**src/rtl/pair_tlb_pkg.sv**
```systemverilog
package pair_tlb_pkg;
  localparam int ASID_W   = 8;
  localparam int VPN2_W   = 19;
  localparam int PFN_W    = 20;
  localparam int C_W      = 3;
  localparam int MASK_W   = 12;
  localparam int CM_W     = MASK_W / 2;
  localparam int FIXED_W  = VPN2_W - MASK_W;

  typedef struct packed {
    logic [VPN2_W-1:0] vpn2;
    logic [ASID_W-1:0] asid;
    logic              g;
    logic [CM_W-1:0]   cm;
  } tag_t;

  typedef struct packed {
    logic [PFN_W-1:0] pfn;
    logic [C_W-1:0]   c;
    logic             d;
    logic             v;
  } half_t;

  function automatic logic [MASK_W-1:0] expand_mask(input logic [CM_W-1:0] cm);
    logic [MASK_W-1:0] m;
    for (int k = 0; k < CM_W; k++) begin
      m[2*k]   = cm[k];
      m[2*k+1] = cm[k];
    end
    return m;
  endfunction

  function automatic logic [CM_W-1:0] compress_mask(input logic [MASK_W-1:0] m);
    logic [CM_W-1:0] cm;
    for (int k = 0; k < CM_W; k++) cm[k] = m[2*k];
    return cm;
  endfunction

  // legal masks are thermometer coded: highest set pair decides
  function automatic logic pick_bit(input logic [CM_W-1:0] cm, input logic [31:0] va);
    logic s;
    s = va[12];
    for (int k = 0; k < CM_W; k++)
      if (cm[k]) s = va[14+2*k];
    return s;
  endfunction

  function automatic logic [31:0] compose_pa(input logic [PFN_W-1:0] pfn,
                                             input logic [CM_W-1:0] cm,
                                             input logic [31:0] va);
    logic [PFN_W-1:0] pm;
    pm = '0;
    for (int k = 0; k < MASK_W; k++) pm[k] = cm[k/2];
    return {(pfn & ~pm) | (va[31:12] & pm), va[11:0]};
  endfunction

  function automatic half_t unpack_lo(input logic [31:0] lo);
    half_t h;
    h.pfn = lo[25:6];
    h.c   = lo[5:3];
    h.d   = lo[2];
    h.v   = lo[1];
    return h;
  endfunction
endpackage

```
**src/rtl/tlb_store.sv**
```systemverilog
module tlb_store
  import pair_tlb_pkg::*;
#(
  parameter int N = 16,
  localparam int IDX_W = $clog2(N)
) (
  input  logic             clk_i,
  input  logic             rst_ni,
  input  logic             wr_en_i,
  input  logic [IDX_W-1:0] wr_idx_i,
  input  logic [MASK_W-1:0] wr_mask_i,
  input  logic [31:0]      wr_hi_i,
  input  logic [31:0]      wr_lo0_i,
  input  logic [31:0]      wr_lo1_i,
  output tag_t             tag_o  [N],
  output half_t            even_o [N],
  output half_t            odd_o  [N]
);
  tag_t  new_tag;
  half_t new_even, new_odd;

  always_comb begin
    new_tag.vpn2 = wr_hi_i[31:13];
    new_tag.asid = wr_hi_i[ASID_W-1:0];
    new_tag.g    = wr_lo0_i[0] & wr_lo1_i[0];
    new_tag.cm   = compress_mask(wr_mask_i);
    new_even     = unpack_lo(wr_lo0_i);
    new_odd      = unpack_lo(wr_lo1_i);
  end

  for (genvar i = 0; i < N; i++) begin : g_ent
    always_ff @(posedge clk_i or negedge rst_ni) begin
      if (!rst_ni) begin
        tag_o[i]  <= '0;
        even_o[i] <= '0;
        odd_o[i]  <= '0;
      end else if (wr_en_i && wr_idx_i == IDX_W'(i)) begin
        tag_o[i]  <= new_tag;
        even_o[i] <= new_even;
        odd_o[i]  <= new_odd;
      end
    end
  end
endmodule

```
**src/rtl/tlb_match.sv**
```systemverilog
module tlb_match
  import pair_tlb_pkg::*;
#(
  parameter int N = 16
) (
  input  logic [31:0]       va_i,
  input  logic [ASID_W-1:0] asid_i,
  input  tag_t              tag_i [N],
  output logic [N-1:0]      match_o,
  output logic [N-1:0]      odd_o
);
  for (genvar i = 0; i < N; i++) begin : g_cmp
    logic [VPN2_W-1:0] diff;
    logic [MASK_W-1:0] fm;
    logic              vpn_eq, asid_ok;
    always_comb begin
      fm      = expand_mask(tag_i[i].cm);
      diff    = tag_i[i].vpn2 ^ va_i[31:13];
      vpn_eq  = ~|diff[VPN2_W-1:MASK_W] && ~|(diff[MASK_W-1:0] & ~fm);
      asid_ok = tag_i[i].g || (tag_i[i].asid == asid_i);
    end
    assign match_o[i] = vpn_eq & asid_ok;
    assign odd_o[i]   = pick_bit(tag_i[i].cm, va_i);
  end
endmodule

```
**src/rtl/tlb_pick.sv**
```systemverilog
module tlb_pick
  import pair_tlb_pkg::*;
#(
  parameter int N = 16,
  localparam int IDX_W = $clog2(N)
) (
  input  logic [31:0]      va_i,
  input  logic [N-1:0]     match_i,
  input  logic [N-1:0]     odd_i,
  input  tag_t             tag_i  [N],
  input  half_t            even_i [N],
  input  half_t            odd_h_i[N],
  output logic             hit_o,
  output logic [IDX_W-1:0] idx_o,
  output logic [31:0]      pa_o,
  output half_t            half_o
);
  always_comb begin
    idx_o = '0;
    for (int i = N - 1; i >= 0; i--)
      if (match_i[i]) idx_o = IDX_W'(i);
    hit_o  = |match_i;
    half_o = odd_i[idx_o] ? odd_h_i[idx_o] : even_i[idx_o];
    pa_o   = compose_pa(half_o.pfn, tag_i[idx_o].cm, va_i);
  end
endmodule

```
**src/rtl/pair_tlb.sv**
```systemverilog
module pair_tlb
  import pair_tlb_pkg::*;
#(
  parameter int N = 16,
  localparam int IDX_W = $clog2(N)
) (
  input  logic              clk_i,
  input  logic              rst_ni,
  input  logic              lk_valid_i,
  input  logic [31:0]       lk_va_i,
  input  logic [ASID_W-1:0] lk_asid_i,
  input  logic              lk_store_i,
  input  logic              wr_en_i,
  input  logic [IDX_W-1:0]  wr_idx_i,
  input  logic [MASK_W-1:0] wr_mask_i,
  input  logic [31:0]       wr_hi_i,
  input  logic [31:0]       wr_lo0_i,
  input  logic [31:0]       wr_lo1_i,
  output logic              res_valid_o,
  output logic              hit_o,
  output logic              miss_o,
  output logic [IDX_W-1:0]  idx_o,
  output logic [31:0]       pa_o,
  output logic [C_W-1:0]    cattr_o,
  output logic              dirty_o,
  output logic              pvalid_o,
  output logic              inv_o,
  output logic              mod_o
);
  tag_t             tags  [N];
  half_t            evens [N];
  half_t            odds  [N];
  logic [N-1:0]     match, odd_sel;
  logic             hit;
  logic [IDX_W-1:0] idx;
  logic [31:0]      pa;
  half_t            half;
  logic             take;

  tlb_store #(.N(N)) u_store (
    .clk_i, .rst_ni, .wr_en_i, .wr_idx_i, .wr_mask_i, .wr_hi_i, .wr_lo0_i, .wr_lo1_i,
    .tag_o(tags), .even_o(evens), .odd_o(odds)
  );

  tlb_match #(.N(N)) u_match (
    .va_i(lk_va_i), .asid_i(lk_asid_i), .tag_i(tags), .match_o(match), .odd_o(odd_sel)
  );

  tlb_pick #(.N(N)) u_pick (
    .va_i(lk_va_i), .match_i(match), .odd_i(odd_sel), .tag_i(tags),
    .even_i(evens), .odd_h_i(odds), .hit_o(hit), .idx_o(idx), .pa_o(pa), .half_o(half)
  );

  assign take = lk_valid_i & hit;

  always_ff @(posedge clk_i or negedge rst_ni) begin
    if (!rst_ni) begin
      res_valid_o <= 1'b0;
      hit_o       <= 1'b0;
      miss_o      <= 1'b0;
      idx_o       <= '0;
      pa_o        <= '0;
      cattr_o     <= '0;
      dirty_o     <= 1'b0;
      pvalid_o    <= 1'b0;
      inv_o       <= 1'b0;
      mod_o       <= 1'b0;
    end else begin
      res_valid_o <= lk_valid_i;
      hit_o       <= take;
      miss_o      <= lk_valid_i & ~hit;
      idx_o       <= take ? idx : '0;
      pa_o        <= take ? pa : '0;
      cattr_o     <= take ? half.c : '0;
      dirty_o     <= take & half.d;
      pvalid_o    <= take & half.v;
      inv_o       <= take & ~half.v;
      mod_o       <= take & half.v & ~half.d & lk_store_i;
    end
  end
endmodule

```
**config.mk**
```make
export PLATFORM = sky130hd
export DESIGN_NAME = pair_tlb
export DESIGN_NICKNAME = d
export VERILOG_FILES = /design/src/rtl/pair_tlb_pkg.sv /design/src/rtl/tlb_store.sv /design/src/rtl/tlb_match.sv /design/src/rtl/tlb_pick.sv /design/src/rtl/pair_tlb.sv
export SDC_FILE = /design/constraint.sdc
export NUM_CORES = 2
export LEC_CHECK = 0
export ABC_AREA = 1
export CAP_MARGIN = 20
export CORE_MARGIN = 10
export CORE_UTILIZATION = 54
export DETAILED_ROUTE_END_ITERATION = 8
export HOLD_SLACK_MARGIN = 0.15
export PLACE_DENSITY = 0.81
export SYNTH_ARGS = -nofsm -noshare
export SYNTH_HDL_FRONTEND = slang
export SYNTH_SLANG_ARGS = --single-unit
```
**constraint.sdc**
```tcl
create_clock -name clk_i -period 3.5 [get_ports clk_i]
set_input_delay 0.7 -clock clk_i [delete_from_list [all_inputs] [get_ports clk_i]]
set_output_delay 0.7 -clock clk_i [all_outputs]
set_load 0.1 [all_outputs]
```
==> impl_metrics.py <==
metrics = {
    "outcome": {
        "status": "finished, violations left",
        "violations": "setup timing",
    },
    "timing": {
        "whs_ns": 0.386,
        "relSlewSlack": 0.264,
        "hold_violations": 0,
        "tns_ns": -7.78,
        "setup_viol": 27,
        "setup_ws_ns": -0.410,
        "clock_skew_ns": 0.0243,
        "finalCritPeriodShare": 1.12,
        "worst_pin_slew_ns": 1.10,
        "maxSlewViolCount": 0,
        "rsz0062_at_grt": "yes",
        "period_needed_ns": 3.91,
        "clock.fmax_mhz": 256,
    },
    "setup_path": {
        "crit_type": "in2reg",
        "worstPathArrival_ns": 4.58,
        "cp_slowest_cell": "dlygate4sd2_1",
        "max_stage_delay_ns": 0.26,
        "crit_path_start_kind": "input port",
        "crit_required_ns": 4.17,
        "r2r_start": "u_store.tag_o[130]",
        "critPathMaxFanout": 8,
        "r2r_slack_ns": -0.39,
        "endpoint_kind": "flip-flop",
        "worst_r2r_endpoint": "pa_o[12]",
        "reg2reg_depth": 33,
        "crit_top_cell": "nand2_1",
    },
    "route": {
        "ant_nets": 0,
        "viasPerCell": 6.21,
        "drt_wl_total_mm": 235,
        "drt_iter0_drc": 10100,
        "routedWlPerCell_um": 23.3,
        "drtPass1Iterations": 9,
        "vias": 62600,
        "drc": 0,
    },
    "cells_and_area": {
        "layout-drive-gt1-share": 0.136,
        "syn2layout_area_growth_pct": 22.3,
        "fillers": 8770,
        "final_nets": 8483,
    },
    "clocking": {
        "root_buffer": "clkbuf_16",
        "clk_pin_slew_worst_paths_ns": 0.06,
        "clock_latency_ns": 0.78,
        "cts_sinks": 1390,
        "numCtsBuffers": 145,
        "h-tree-depth": 4,
        "cts_tree": "yes",
        "cts_buffer_depth": 3,
    },
    "yosys": {
        "yosysUniqueCellTypes": 49,
        "ys_ff_latch": 1390,
        "synthCells": 8034,
        "synth_nets": 8191,
        "ys_async_sr_fraction": 1.00,
        "ys_seq_area_frac": 0.529,
        "synth-edff-count": 0,
        "synth_flop_cell": "dfrtp_1",
        "synth_warnings": 0,
        "syn-cell-area_um2": 65800,
        "syn_area_per_cell_um2": 8.19,
    },
    "hold_path": {
        "worstHoldStart": "lk_valid_i",
        "holdPathStages": 1,
        "hp-class": "in2reg",
        "hold_end": "res_valid_o",
    },
    "placed_design": {
        "portBuffers": 179,
        "place_ws_ns": -1.53,
        "place_congestion": 0.994,
        "dp_hpwl_mm": 138,
    },
    "global_route": {
        "grt_max_degree": 169,
        "grt.overflow.total": 0,
        "grt_antenna_before_repair": 14,
        "grt_pass1_vias": 61500,
        "grtUsageTotal": 0.332,
        "grt_pass1_wl_mm": 356,
    },
    "pwr": {
        "vdd_drop_max_mv": 0.460,
        "cellPowerDensity_nw_per_um2": 596,
        "p_leak_nw": 38.1,
        "power_mw": 48.0,
    },
    "floorplan": {
        "num_rows": 128,
        "die_area_um2": 136000,
        "io_pins": 203,
        "fp.dieH_um": 369,
        "start_util": 0.542,
        "coreArea_um2": 121000,
        "die_x_um": 369,
    },
    "job": {
        "maxCapViolations": 0,
    },
}
==> how the worst max path moves through the flow <==
stage	startpoint	end	slack, ns
after global routing	u_store.tag_o[130]	pa_o[12]	-0.54
after CTS	u_store.tag_o[129]	pa_o[12]	-0.19
after detailed placement	lk_asid_i[1]	cattr_o[1]	-1.53
after global placement	lk_asid_i[6]	pa_o[26]	-1.57
final	lk_va_i[24]	pa_o[12]	-0.41
after floorplan	lk_asid_i[4]	pa_o[14]	0.12
==> area by class of cell <==
cell class / instances / area, µm² / share of cell area
Sequential cell: 1390 / 34800 / 0.432
Multi-Input combinational cell: 5659 / 28100 / 0.350
Timing Repair Buffer: 785 / 9100 / 0.113
Clock buffer: 216 / 4330 / 0.0539
Tap cell: 1625 / 2030 / 0.0253
Inverter: 345 / 1340 / 0.0166
Clock inverter: 46 / 729 / 0.00907
Antenna cell: 5 / 12.5 / 0.000156
==> timing repair <==
action / 4_1_cts / 5_1_grt
pin swaps: 89 / 101
gates resized for setup: 283 / 153
setup endpoints to repair: 27 / 27
gates cloned: 25 / 15
hold buffers: 1 / 0
setup buffers: 71 / 15
endpoints found under the hold margin: 41 / 0
==> sequential cells by signal, summed over array words and instances (netlist names) <==
name	count
mod_o	1
idx_o	4
pvalid_o	1
dirty_o	1
u_store.odd_o	400
pa_o	32
miss_o	1
res_valid_o	1
u_store.even_o	400
inv_o	1
u_store.tag_o	544
cattr_o	3
hit_o	1
==> cell usage after synthesis (all sizes together) (2+ instances only) <==
library cell  instances  area [µm²]
a2111oi               2        17.5
xnor2               221        1940
o21bai                2        15.0
a21oi               161         810
dfrtp              1390       34800
or2                  14        87.6
o41ai                 2        17.5
o211ai               40         360
clkbuf              408        1530
a22oi                10        75.1
a31o                  2        17.5
a221oi                2        17.5
nor2                212         798
nor3                 12        65.1
nand4                37         231
nor4                 24         156
nand3b               20         150
xor2                156        1370
inv                 343        1290
o2111ai               3        26.3
nand2              2481        9370
clkinv                2        7.51
a211oi                2        15.0
o21ai              1435        7180
buf                 234        1330
nand3               812        4080
==> cells by family (layout without fill, tap and decap cells) <==
| group | Yosys count | in the layout | synth area share |
|---|---|---|---|
| AND/OR/NAND/NOR | 3613 | 3615 | 0.227 |
| other | 0 | 5 | 0 |
| XOR/XNOR | 377 | 377 | 0.0502 |
| flip-flops | 1390 | 1390 | 0.529 |
| AO/OA/AOI/OAI | 1667 | 1667 | 0.131 |
| buffers and inverters | 987 | 1392 | 0.0631 |
==> critical path, delay by kind of cell <==
kind                      cells  cell delay [ns]
and+or+nand+nor              31             2.75
buffers and inverters         6             0.97
xor gates and xnor gates      1             0.15
==> layout by cell type (no fill, tap or decap), types with 14 or more instances in the layout <==
master           netlist  layout
dlygate4sd2_1          0      25
buf_8                  0      14
nand2_1             2475    2392
nand2_2                2      55
bufinv_16              0      18
clkbuf_1             408      35
o21ai_0             1405    1386
clkbuf_16              0     165
xnor2_1              221     214
nand3_4                0      14
nor4_1                23      16
nor2_2                 1      16
nand4_1               37      37
clkdlybuf4s50_1        0     126
buf_6                 17      38
xor2_1               156     155
buf_12                 0     134
nand3b_1              20      20
clkinv_2               0      15
buf_4                 34     397
a21oi_1              160     148
nand3_1              808     730
buf_16                 0      28
o21ai_1               30      40
nand2_4                2      31
clkbuf_8               0      29
nand3_2                4      68
nor2_1               211     183
dfrtp_1             1390    1390
inv_1                331     322
o211ai_1              28      28
==> stage by stage <==
| stage | utilization | std cells | area [µm²] |
|---|---|---|---|
| floorplan | - | 8034 | 65800 |
| global placement | 0.595 | 9688 | 72200 |
| detailed placement | 0.595 | 9689 | 72200 |
| CTS | 0.656 | 10000 | 79600 |
| global route | 0.663 | 10100 | 80400 |
| finish | 0.663 | 10100 | 80500 |
==> power by group <==
part           switching (mW)  internal [mW]
combinational            5.83           4.04
sequential               2.21           19.3
clock                    6.67           9.90
total                    14.7           33.3
==> routing by layer <==
| layer | part of all wire | GRT usage | routed length [µm] | up-vias |
|---|---|---|---|---|
| met2 | 0.44 | 0.500 | 102000 | 4737 |
| met3 | 0.14 | 0.0899 | 32400 | 1161 |
| li1 | - | - | - | 26800 |
| met1 | 0.35 | 0.419 | 82900 | 29900 |
| met4 | 0.073 | 0.219 | 17200 | 20 |
| met5 | 0.00075 | 0.00285 | 175 | - |
Power figures use the tool's default switching activity.
